File: config.mk
export PLATFORM = sky130hd
export DESIGN_NAME = i2c_target_rx
export DESIGN_NICKNAME = d
export VERILOG_FILES = /design/src/rtl/i2c_srx_pkg.sv /design/src/rtl/i2c_target_rx_cond.sv /design/src/rtl/i2c_target_rx_fifo.sv /design/src/rtl/i2c_target_rx_ctrl.sv /design/src/rtl/i2c_target_rx.sv
export SDC_FILE = /design/constraint.sdc
export NUM_CORES = 1
export LEC_CHECK = 0
export ABC_CLOCK_PERIOD_IN_PS = 4900
export BUFFER_PORTS_ARGS = -buffer_cell sky130_fd_sc_hd__buf_2
export CAP_MARGIN = 15
export CORE_MARGIN = 10
export CORE_UTILIZATION = 50
export DETAILED_ROUTE_END_ITERATION = 10
export GPL_ROUTABILITY_DRIVEN = 0
export PLACE_DENSITY = 0.79
export SYNTH_ARGS = -nofsm -noshare
export SYNTH_HDL_FRONTEND = slang
export SYNTH_SLANG_ARGS = --single-unit
File: constraint.sdc
create_clock -name clk -period 4.9 [get_ports clk]
set_input_delay 0.245 -clock clk [delete_from_list [all_inputs] [get_ports clk]]
set_output_delay 0.245 -clock clk [all_outputs]
set_load 0.05 [all_outputs]
File: src/rtl/i2c_srx_pkg.sv
package i2c_srx_pkg;

    localparam int ADDR_W = 7;
    localparam int BYTE_W = 8;

    typedef enum logic [2:0] {
        PH_IDLE,
        PH_ADDR,
        PH_AACK,
        PH_DATA,
        PH_DACK
    } rx_phase_e;

    typedef enum logic [1:0] {
        HOLD_NONE,
        HOLD_INT,
        HOLD_FULL
    } hold_e;

    typedef struct packed {
        rx_phase_e          phase;
        logic [3:0]         bitcnt;
        logic [BYTE_W-1:0]  shreg;
        hold_e              hold;
        logic               sda_pd;
        logic               nack;
        logic               intf;
        logic               addressed;
        logic               reserved;
        logic               stop_f;
        logic               rstart_f;
    } ctrl_regs_t;

endpackage

File: src/rtl/i2c_target_rx_cond.sv
module i2c_target_rx_cond (
    input  logic clk,
    input  logic rst_n,
    input  logic scl_i,
    input  logic sda_i,
    output logic rise_o,
    output logic fall_o,
    output logic start_o,
    output logic stop_o
);

    typedef struct packed {
        logic scl;
        logic sda;
    } line_regs_t;

    line_regs_t d, q;

    always_comb begin
        d     = q;
        d.scl = scl_i;
        d.sda = sda_i;
    end

    always_ff @(posedge clk or negedge rst_n) begin
        if (!rst_n) begin
            q <= '{scl: 1'b1, sda: 1'b1};
        end else begin
            q <= d;
        end
    end

    assign rise_o  = scl_i & ~q.scl;
    assign fall_o  = ~scl_i & q.scl;
    assign start_o = scl_i & q.scl & q.sda & ~sda_i;
    assign stop_o  = scl_i & q.scl & ~q.sda & sda_i;

endmodule

File: src/rtl/i2c_target_rx_fifo.sv
module i2c_target_rx_fifo #(
    parameter int DEPTH = 16,
    parameter int W     = 8,
    localparam int LVL_W = $clog2(DEPTH + 1),
    localparam int PTR_W = (DEPTH > 1) ? $clog2(DEPTH) : 1
) (
    input  logic             clk,
    input  logic             rst_n,
    input  logic             push_i,
    input  logic [W-1:0]     push_data_i,
    input  logic             pop_i,
    input  logic [LVL_W-1:0] thresh_i,
    output logic [W-1:0]     head_o,
    output logic [LVL_W-1:0] level_o,
    output logic             full_o,
    output logic             ready_o
);

    typedef struct packed {
        logic [DEPTH-1:0][W-1:0] mem;
        logic [PTR_W-1:0]        wp;
        logic [PTR_W-1:0]        rp;
        logic [LVL_W-1:0]        level;
        logic                    rdy;
    } fifo_regs_t;

    fifo_regs_t d, q;
    logic do_push, do_pop;

    always_comb begin
        d       = q;
        do_push = push_i && (q.level != LVL_W'(DEPTH));
        do_pop  = pop_i && (q.level != '0);
        if (do_push) begin
            d.mem[q.wp] = push_data_i;
            d.wp = (q.wp == PTR_W'(DEPTH - 1)) ? '0 : q.wp + PTR_W'(1);
        end
        if (do_pop) begin
            d.rp = (q.rp == PTR_W'(DEPTH - 1)) ? '0 : q.rp + PTR_W'(1);
        end
        d.level = q.level + LVL_W'(do_push) - LVL_W'(do_pop);
        if (do_push && (thresh_i != '0) && (d.level == thresh_i)) begin
            d.rdy = 1'b1;
        end
        if ((thresh_i == '0) || (d.level < thresh_i)) begin
            d.rdy = 1'b0;
        end
    end

    always_ff @(posedge clk or negedge rst_n) begin
        if (!rst_n) begin
            q <= '0;
        end else begin
            q <= d;
        end
    end

    assign head_o  = q.mem[q.rp];
    assign level_o = q.level;
    assign full_o  = (q.level == LVL_W'(DEPTH));
    assign ready_o = q.rdy;


    no_overflow_chk: assert property (@(posedge clk) disable iff (!rst_n)
        push_i |-> (q.level != LVL_W'(DEPTH)));


    level_bound_chk: assert property (@(posedge clk) disable iff (!rst_n)
        q.level <= LVL_W'(DEPTH));


    ready_thresh_chk: assert property (@(posedge clk) disable iff (!rst_n)
        q.rdy |-> (($past(thresh_i) != '0) && (q.level >= $past(thresh_i))));

endmodule

File: src/rtl/i2c_target_rx_ctrl.sv
module i2c_target_rx_ctrl
    import i2c_srx_pkg::*;
(
    input  logic              clk,
    input  logic              rst_n,
    input  logic              scl_i,
    input  logic              sda_i,
    input  logic              rise_i,
    input  logic              fall_i,
    input  logic              start_i,
    input  logic              stop_i,
    input  logic [ADDR_W-1:0] cfg_own_addr,
    input  logic [ADDR_W-1:0] cfg_addr_mask,
    input  logic              cfg_fifo_en,
    input  logic              cfg_wait_sel,
    input  logic              cfg_ack_en,
    input  logic              fifo_full_i,
    input  logic              host_int_clr,
    input  logic              host_cond_clr,
    output logic              push_o,
    output logic [BYTE_W-1:0] push_data_o,
    output logic              scl_pd_o,
    output logic              sda_pd_o,
    output logic              int_o,
    output logic              reserved_o,
    output logic              stop_o,
    output logic              rstart_o
);

    ctrl_regs_t d, q;
    logic hit, rsv;

    always_comb begin
        d      = q;
        push_o = 1'b0;
        hit = ((((q.shreg[BYTE_W-1:1] ^ cfg_own_addr) & cfg_addr_mask) == '0)
               && !q.shreg[0]);
        rsv = (q.shreg[7:4] == 4'h0) || (q.shreg[7:4] == 4'hF);

        if (host_cond_clr) begin
            d.stop_f   = 1'b0;
            d.rstart_f = 1'b0;
        end
        if (host_int_clr) begin
            d.intf = 1'b0;
            if (q.hold == HOLD_INT) begin
                d.hold = (cfg_fifo_en && fifo_full_i) ? HOLD_FULL : HOLD_NONE;
            end
        end
        if ((q.hold == HOLD_FULL) && !fifo_full_i) begin
            d.hold = HOLD_NONE;
        end

        if (start_i) begin
            if (q.addressed) d.rstart_f = 1'b1;
            d.phase     = PH_ADDR;
            d.bitcnt    = '0;
            d.addressed = 1'b0;
            d.hold      = HOLD_NONE;
            d.sda_pd    = 1'b0;
        end else if (stop_i) begin
            if (q.addressed) d.stop_f = 1'b1;
            d.phase     = PH_IDLE;
            d.addressed = 1'b0;
            d.hold      = HOLD_NONE;
            d.sda_pd    = 1'b0;
        end else begin
            unique case (q.phase)
                PH_ADDR: begin
                    if (rise_i && (q.bitcnt < 4'd8)) begin
                        d.shreg  = {q.shreg[BYTE_W-2:0], sda_i};
                        d.bitcnt = q.bitcnt + 4'd1;
                    end else if (fall_i && (q.bitcnt == 4'd8)) begin
                        if (hit || rsv) begin
                            d.sda_pd   = 1'b1;
                            d.reserved = rsv;
                            d.phase    = PH_AACK;
                        end else begin
                            d.phase = PH_IDLE;
                        end
                    end
                end
                PH_AACK: begin
                    if (fall_i) begin
                        d.sda_pd    = 1'b0;
                        d.intf      = 1'b1;
                        d.hold      = HOLD_INT;
                        d.addressed = 1'b1;
                        d.bitcnt    = '0;
                        d.phase     = PH_DATA;
                    end
                end
                PH_DATA: begin
                    if (rise_i && (q.bitcnt < 4'd8)) begin
                        d.shreg  = {q.shreg[BYTE_W-2:0], sda_i};
                        d.bitcnt = q.bitcnt + 4'd1;
                    end else if (fall_i && (q.bitcnt == 4'd8)) begin
                        push_o   = !fifo_full_i;
                        d.sda_pd = cfg_ack_en;
                        d.nack   = !cfg_ack_en;
                        if (!cfg_fifo_en && !cfg_wait_sel) begin
                            d.intf = 1'b1;
                            d.hold = HOLD_INT;
                        end
                        d.phase = PH_DACK;
                    end
                end
                PH_DACK: begin
                    if (q.hold != HOLD_NONE) begin
                        d.sda_pd = cfg_ack_en;
                        d.nack   = !cfg_ack_en;
                    end
                    if (fall_i) begin
                        d.sda_pd = 1'b0;
                        d.bitcnt = '0;
                        d.phase  = PH_DATA;
                        if (cfg_fifo_en) begin
                            if (q.nack) begin
                                d.intf = 1'b1;
                                d.hold = HOLD_INT;
                            end else if (fifo_full_i) begin
                                d.hold = HOLD_FULL;
                            end
                        end else if (cfg_wait_sel) begin
                            d.intf = 1'b1;
                            d.hold = HOLD_INT;
                        end
                    end
                end
                default: ;
            endcase
        end
    end

    always_ff @(posedge clk or negedge rst_n) begin
        if (!rst_n) begin
            q <= '0;
        end else begin
            q <= d;
        end
    end

    assign push_data_o = q.shreg;
    assign scl_pd_o    = (q.hold != HOLD_NONE);
    assign sda_pd_o    = q.sda_pd;
    assign int_o       = q.intf;
    assign reserved_o  = q.reserved;
    assign stop_o      = q.stop_f;
    assign rstart_o    = q.rstart_f;


    hold_at_low_chk: assert property (@(posedge clk) disable iff (!rst_n)
        $rose(q.hold != HOLD_NONE) |-> !$past(scl_i));


    sda_change_low_chk: assert property (@(posedge clk) disable iff (!rst_n)
        !$stable(q.sda_pd) |-> !$past(scl_i));


    ack_slot_only_chk: assert property (@(posedge clk) disable iff (!rst_n)
        q.sda_pd |-> ((q.phase == PH_AACK) || (q.phase == PH_DACK)));


    cond_quiet_chk: assert property (@(posedge clk) disable iff (!rst_n)
        ($rose(q.stop_f) || $rose(q.rstart_f)) |-> !$rose(q.intf));

endmodule

File: src/rtl/i2c_target_rx.sv
module i2c_target_rx
    import i2c_srx_pkg::*;
#(
    parameter int FIFO_DEPTH = 16,
    localparam int LVL_W = $clog2(FIFO_DEPTH + 1)
) (
    input  logic              clk,
    input  logic              rst_n,
    input  logic              scl_i,
    input  logic              sda_i,
    output logic              scl_pd_o,
    output logic              sda_pd_o,
    input  logic [ADDR_W-1:0] cfg_own_addr,
    input  logic [ADDR_W-1:0] cfg_addr_mask,
    input  logic              cfg_fifo_en,
    input  logic              cfg_wait_sel,
    input  logic              cfg_ack_en,
    input  logic [LVL_W-1:0]  cfg_rx_thresh,
    input  logic              cfg_rx_ie,
    input  logic              host_pop,
    input  logic              host_int_clr,
    input  logic              host_cond_clr,
    output logic [BYTE_W-1:0] rx_data_o,
    output logic [LVL_W-1:0]  rx_level_o,
    output logic              int_flag_o,
    output logic              reserved_o,
    output logic              stop_flag_o,
    output logic              rstart_flag_o,
    output logic              rx_ready_o,
    output logic              rx_irq_o
);

    logic              rise, fall, start, stop;
    logic              push, full;
    logic [BYTE_W-1:0] push_data;

    i2c_target_rx_cond u_cond (
        .clk     (clk),
        .rst_n   (rst_n),
        .scl_i   (scl_i),
        .sda_i   (sda_i),
        .rise_o  (rise),
        .fall_o  (fall),
        .start_o (start),
        .stop_o  (stop)
    );

    i2c_target_rx_ctrl u_ctrl (
        .clk           (clk),
        .rst_n         (rst_n),
        .scl_i         (scl_i),
        .sda_i         (sda_i),
        .rise_i        (rise),
        .fall_i        (fall),
        .start_i       (start),
        .stop_i        (stop),
        .cfg_own_addr  (cfg_own_addr),
        .cfg_addr_mask (cfg_addr_mask),
        .cfg_fifo_en   (cfg_fifo_en),
        .cfg_wait_sel  (cfg_wait_sel),
        .cfg_ack_en    (cfg_ack_en),
        .fifo_full_i   (full),
        .host_int_clr  (host_int_clr),
        .host_cond_clr (host_cond_clr),
        .push_o        (push),
        .push_data_o   (push_data),
        .scl_pd_o      (scl_pd_o),
        .sda_pd_o      (sda_pd_o),
        .int_o         (int_flag_o),
        .reserved_o    (reserved_o),
        .stop_o        (stop_flag_o),
        .rstart_o      (rstart_flag_o)
    );

    i2c_target_rx_fifo #(
        .DEPTH (FIFO_DEPTH),
        .W     (BYTE_W)
    ) u_fifo (
        .clk         (clk),
        .rst_n       (rst_n),
        .push_i      (push),
        .push_data_i (push_data),
        .pop_i       (host_pop),
        .thresh_i    (cfg_rx_thresh),
        .head_o      (rx_data_o),
        .level_o     (rx_level_o),
        .full_o      (full),
        .ready_o     (rx_ready_o)
    );

    assign rx_irq_o = rx_ready_o & cfg_rx_ie;

endmodule

==> out/metrics.yaml <==
worst_path_max_delay_cell: "sky130_fd_sc_hd__o41a_1"
timing.final.ws_setup_ps: 1450
power.sequential.fraction_pct: 46.8
layout_worst_path_cycle_share_pct: 70.5
fp-row-count: 46
die_height_um: 148
delay_of_the_slowest_cell_on_the_worst_path_ps: 510
r2r_cells: 18
ys.flop_type: "sky130_fd_sc_hd__dfrtp_1"
worst_setup_path_end_kind: "flop"
p_sw_share_pct: 34.9
ir_worst_vdd_v: 0.000280
timing.fmax_mhz: 290
critical_path.startpoint_type: "flop"
finalSetupTns_ps: 0
pwr-share-comb_pct: 21.6
run_status: "finished with violations"
p_total_uw: 4020
r2r_setup_slack_ps: 1450
antenna_violating_nets_post_route: 0
worst_pin_slew_ps: 1070
library_cells_used_by_synthesis: 60
floorplan.die_area_mm2: 0.0220
drt-vias-per-instance: 5.92
power_report.internal_total_uw: 2610
gr-total-overflow: 0
cp_cell_sequence: "inv_1 > ha_1 > inv_1 > o41a_1 > ha_1 > inv_1 > ha_1 > inv_1 > fa_1 > inv_1 > a21oi_1 > nor2_1 > nor2_1 > xnor2_1 > ha_1 > a41o_1 > o21ai_0 > a21oi_1"
first_global_vias: 5429
io_buf_count: 50
cts.htree.levels: 4
postSynth.asyncResetShare_pct: 100
die_width_um: 148
cap_viol_max_count: 0
drt_pass1_iterations: 4
pre_cts_worst_setup_slack_ps: 1480
wl_per_cell_um: 21.1
floorplan.io_pins: 51
finalClockSkew_ps: 10.4
groute.usage.overall_pct: 17.2
critPathLaunch: "u_fifo.level_o[2]"
floorplan.initialDensity_pct: 51.5
core-area_mm2: 0.0160
final_period_minus_worst_setup_slack_ps: 3450
critical-path-top-cell-by-count: "sky130_fd_sc_hd__inv_1"
crit_end: "u_fifo.ready_o"
place.detailed.hpwl_um: 12300
cts.sink_count: 168
slew_violations: 0
fin_worst_hold_slack_ps: -75.5
layout.nets: 675
drt-total-wl_um: 18000
count_of_flip_flops_with_a_built_in_enable_after_synthesis: 0
pin_count_of_the_biggest_net_entering_global_routing: 117
cts_tree: "yes"
post_synthesis_net_count: 638
violations: "negative hold slack"
final_layout_size_suffix_gt1_share_pct: 44.6
number_of_antenna_violations_at_the_first_check_in_global_routing: 0
rsz0062_at_grt: "false"
dr_total_vias: 5065
slew_headroom_pct: 28.7
commonest_non_fill_non_tap_cell_in_the_layout: "sky130_fd_sc_hd__dfrtp_1"
synth-seq-cells: 168
numCtsBuffers: 17
hold_viol_final: 50
min_path_type: "in2async"
p_leak_uw: 0.00441
timing.critical_path.required_ps: 5210
switching_power_of_the_nets_uw: 1400
crit_path_max_fanout: 6
post-route-util_pct: 57.6
area_growth_syn_to_layout_pct: 11.8
number_of_logic_stages_on_the_critical_path_including_buffering: 18
worstSetupPathType: "reg2reg"
critical_path.reg2reg.startpoint: "u_fifo.level_o[2]"
grt_pass1_wl_um: 29800
critPathBufInv: 5
clk-insertion-delay-late_ps: 440
ctsLongestPathBuffers: 2
most_frequent_cells_in_the_layout: "sky130_fd_sc_hd__dfrtp_1, sky130_fd_sc_hd__mux2_2, sky130_fd_sc_hd__buf_2, sky130_fd_sc_hd__mux4_2, sky130_fd_sc_hd__inv_1"
timing.critical_path.arrival_ps: 3760
drc_errors: 0
sequential_share_of_the_synthesized_area_pct: 51.0
syn-cell-area_mm2: 0.00825
root_buffer: "sky130_fd_sc_hd__clkbuf_16"
synthesis.area_per_instance_um2: 14.0
detailedRoute.firstIterationViolations: 407
netlist_instances: 589
crit_family: "adder cells"
power_density_mw_per_mm2: 436
count_of_yosys_warnings_during_synthesis: 0
share_clk_of_total_power_pct: 31.6
antenna-diode-count: 0
reg2reg_to: "u_fifo.ready_o"
cts_post_setup_buffers_inserted: 0
clk_transition_reported_paths_ps: 60
setup_viol: 0
## power by group through the flow
stage,registers [uW],logic (uW),clock network (uW)
floorplan,1580,922,0
finish,1880,866,1270
global route,1920,954,1350
global placement,1880,818,0
CTS,1880,871,1290
detailed placement,1900,865,0
## logic make-up after synthesis
logic type	after synthesis	share of synthesized area, %
AO/OA/AOI/OAI	49	3.95
XOR/XNOR	17	1.81
adder cells (fa/ha/maj)	19	2.97
buffers and inverters	67	3.44
flip-flops	168	51.0
multiplexers	181	30.1
AND/OR/NAND/NOR	88	6.68
## stage by stage
stage	instance area, um2	std cells
finish	9220	855
global route	9220	855
CTS	9210	854
detailed placement	8630	820
global placement	8630	820
floorplan	8250	589
## worst min path at each step
stage          start  slack (ps)                 to  cells after the start
2_1_floorplan  rst_n         -50       u_ctrl.int_o                      0
3_3_place_gp   scl_i         400        u_cond.q[1]                      1
3_5_place_dp   scl_i         400        u_cond.q[1]                      1
4_1_cts        rst_n          10  u_fifo.level_o[2]                      1
5_1_grt        rst_n          30     u_fifo.ready_o                      1
6_report       rst_n         -80     u_fifo.ready_o                      1
## layer usage
layer  up-vias  routed length, um  GRT usage [%]
li1       2220                  -              -
met1      2682               7280           20.2
met2       131               9540           30.1
met3        32                781           3.94
met4         0                430           6.49
met5         -                  0              0
## final cells by class
class	instances	area, um2
Tap cell	216	270
Clock buffer	19	443
Sequential cell	168	4210
Multi-Input combinational cell	354	3760
Clock inverter	13	119
Inverter	28	105
Timing Repair Buffer	57	314
Fill cell	1286	6780
## worst reg2reg max path, stage by stage (launching register included)
cell and delay [ps]:
sky130_fd_sc_hd__dfrtp_1 400, sky130_fd_sc_hd__inv_1 90, sky130_fd_sc_hd__ha_1 180, sky130_fd_sc_hd__inv_1 40, sky130_fd_sc_hd__o41a_1 510, sky130_fd_sc_hd__ha_1 310, sky130_fd_sc_hd__inv_1 60, sky130_fd_sc_hd__ha_1 170
sky130_fd_sc_hd__inv_1 70, sky130_fd_sc_hd__fa_1 420, sky130_fd_sc_hd__inv_1 80, sky130_fd_sc_hd__a21oi_1 60, sky130_fd_sc_hd__nor2_1 90, sky130_fd_sc_hd__nor2_1 60, sky130_fd_sc_hd__xnor2_1 170, sky130_fd_sc_hd__ha_1 290
sky130_fd_sc_hd__a41o_1 210, sky130_fd_sc_hd__o21ai_0 70, sky130_fd_sc_hd__a21oi_1 60
## flip-flops by register name, summed over array words and instances, names as in the netlist
name / flops
u_fifo.q: 136
u_ctrl.q: 11
u_ctrl.push_data_o: 8
u_fifo.level_o: 5
u_cond.q: 2
u_ctrl.int_o: 1
u_ctrl.reserved_o: 1
u_ctrl.rstart_o: 1
u_ctrl.sda_pd_o: 1
u_ctrl.stop_o: 1
u_fifo.ready_o: 1
## Yosys cell counts, types with 2 or more instances
cell type / n / area, um2
sky130_fd_sc_hd__dfrtp_1: 166 / 4150
sky130_fd_sc_hd__mux2_2: 136 / 1530
sky130_fd_sc_hd__mux4_2: 40 / 901
sky130_fd_sc_hd__inv_1: 28 / 105
sky130_fd_sc_hd__nand2_1: 20 / 75.1
sky130_fd_sc_hd__ha_1: 18 / 225
sky130_fd_sc_hd__nor2_1: 17 / 63.8
sky130_fd_sc_hd__o21ai_0: 14 / 70.1
sky130_fd_sc_hd__clkbuf_1: 13 / 48.8
sky130_fd_sc_hd__buf_2: 11 / 55.1
sky130_fd_sc_hd__a21oi_1: 10 / 50.1
sky130_fd_sc_hd__buf_1: 10 / 37.5
sky130_fd_sc_hd__xor2_1: 9 / 78.8
sky130_fd_sc_hd__xnor2_1: 8 / 70.1
sky130_fd_sc_hd__nor2_2: 7 / 43.8
sky130_fd_sc_hd__nor2b_1: 6 / 37.5
sky130_fd_sc_hd__and3_1: 5 / 31.3
sky130_fd_sc_hd__buf_4: 5 / 37.5
sky130_fd_sc_hd__nor3_4: 5 / 81.3
sky130_fd_sc_hd__nor3_1: 4 / 20.0
sky130_fd_sc_hd__a22oi_1: 3 / 22.5
sky130_fd_sc_hd__mux2i_1: 3 / 30.0
sky130_fd_sc_hd__nand2b_1: 3 / 18.8
sky130_fd_sc_hd__nand4_1: 3 / 18.8
sky130_fd_sc_hd__a221oi_1: 2 / 17.5
sky130_fd_sc_hd__a41oi_1: 2 / 17.5
sky130_fd_sc_hd__dfstp_2: 2 / 52.6
sky130_fd_sc_hd__mux2_1: 2 / 22.5
sky130_fd_sc_hd__nand3_1: 2 / 10.0
sky130_fd_sc_hd__o22ai_1: 2 / 12.5
sky130_fd_sc_hd__o41ai_1: 2 / 17.5
sky130_fd_sc_hd__or2_2: 2 / 12.5
sky130_fd_sc_hd__or4_1: 2 / 15.0
## repair_timing
item,CTS,global route
resized for setup,0,0
hold endpoints to repair,2,0
hold buffers,2,0
Power figures use the tool's default switching activity.
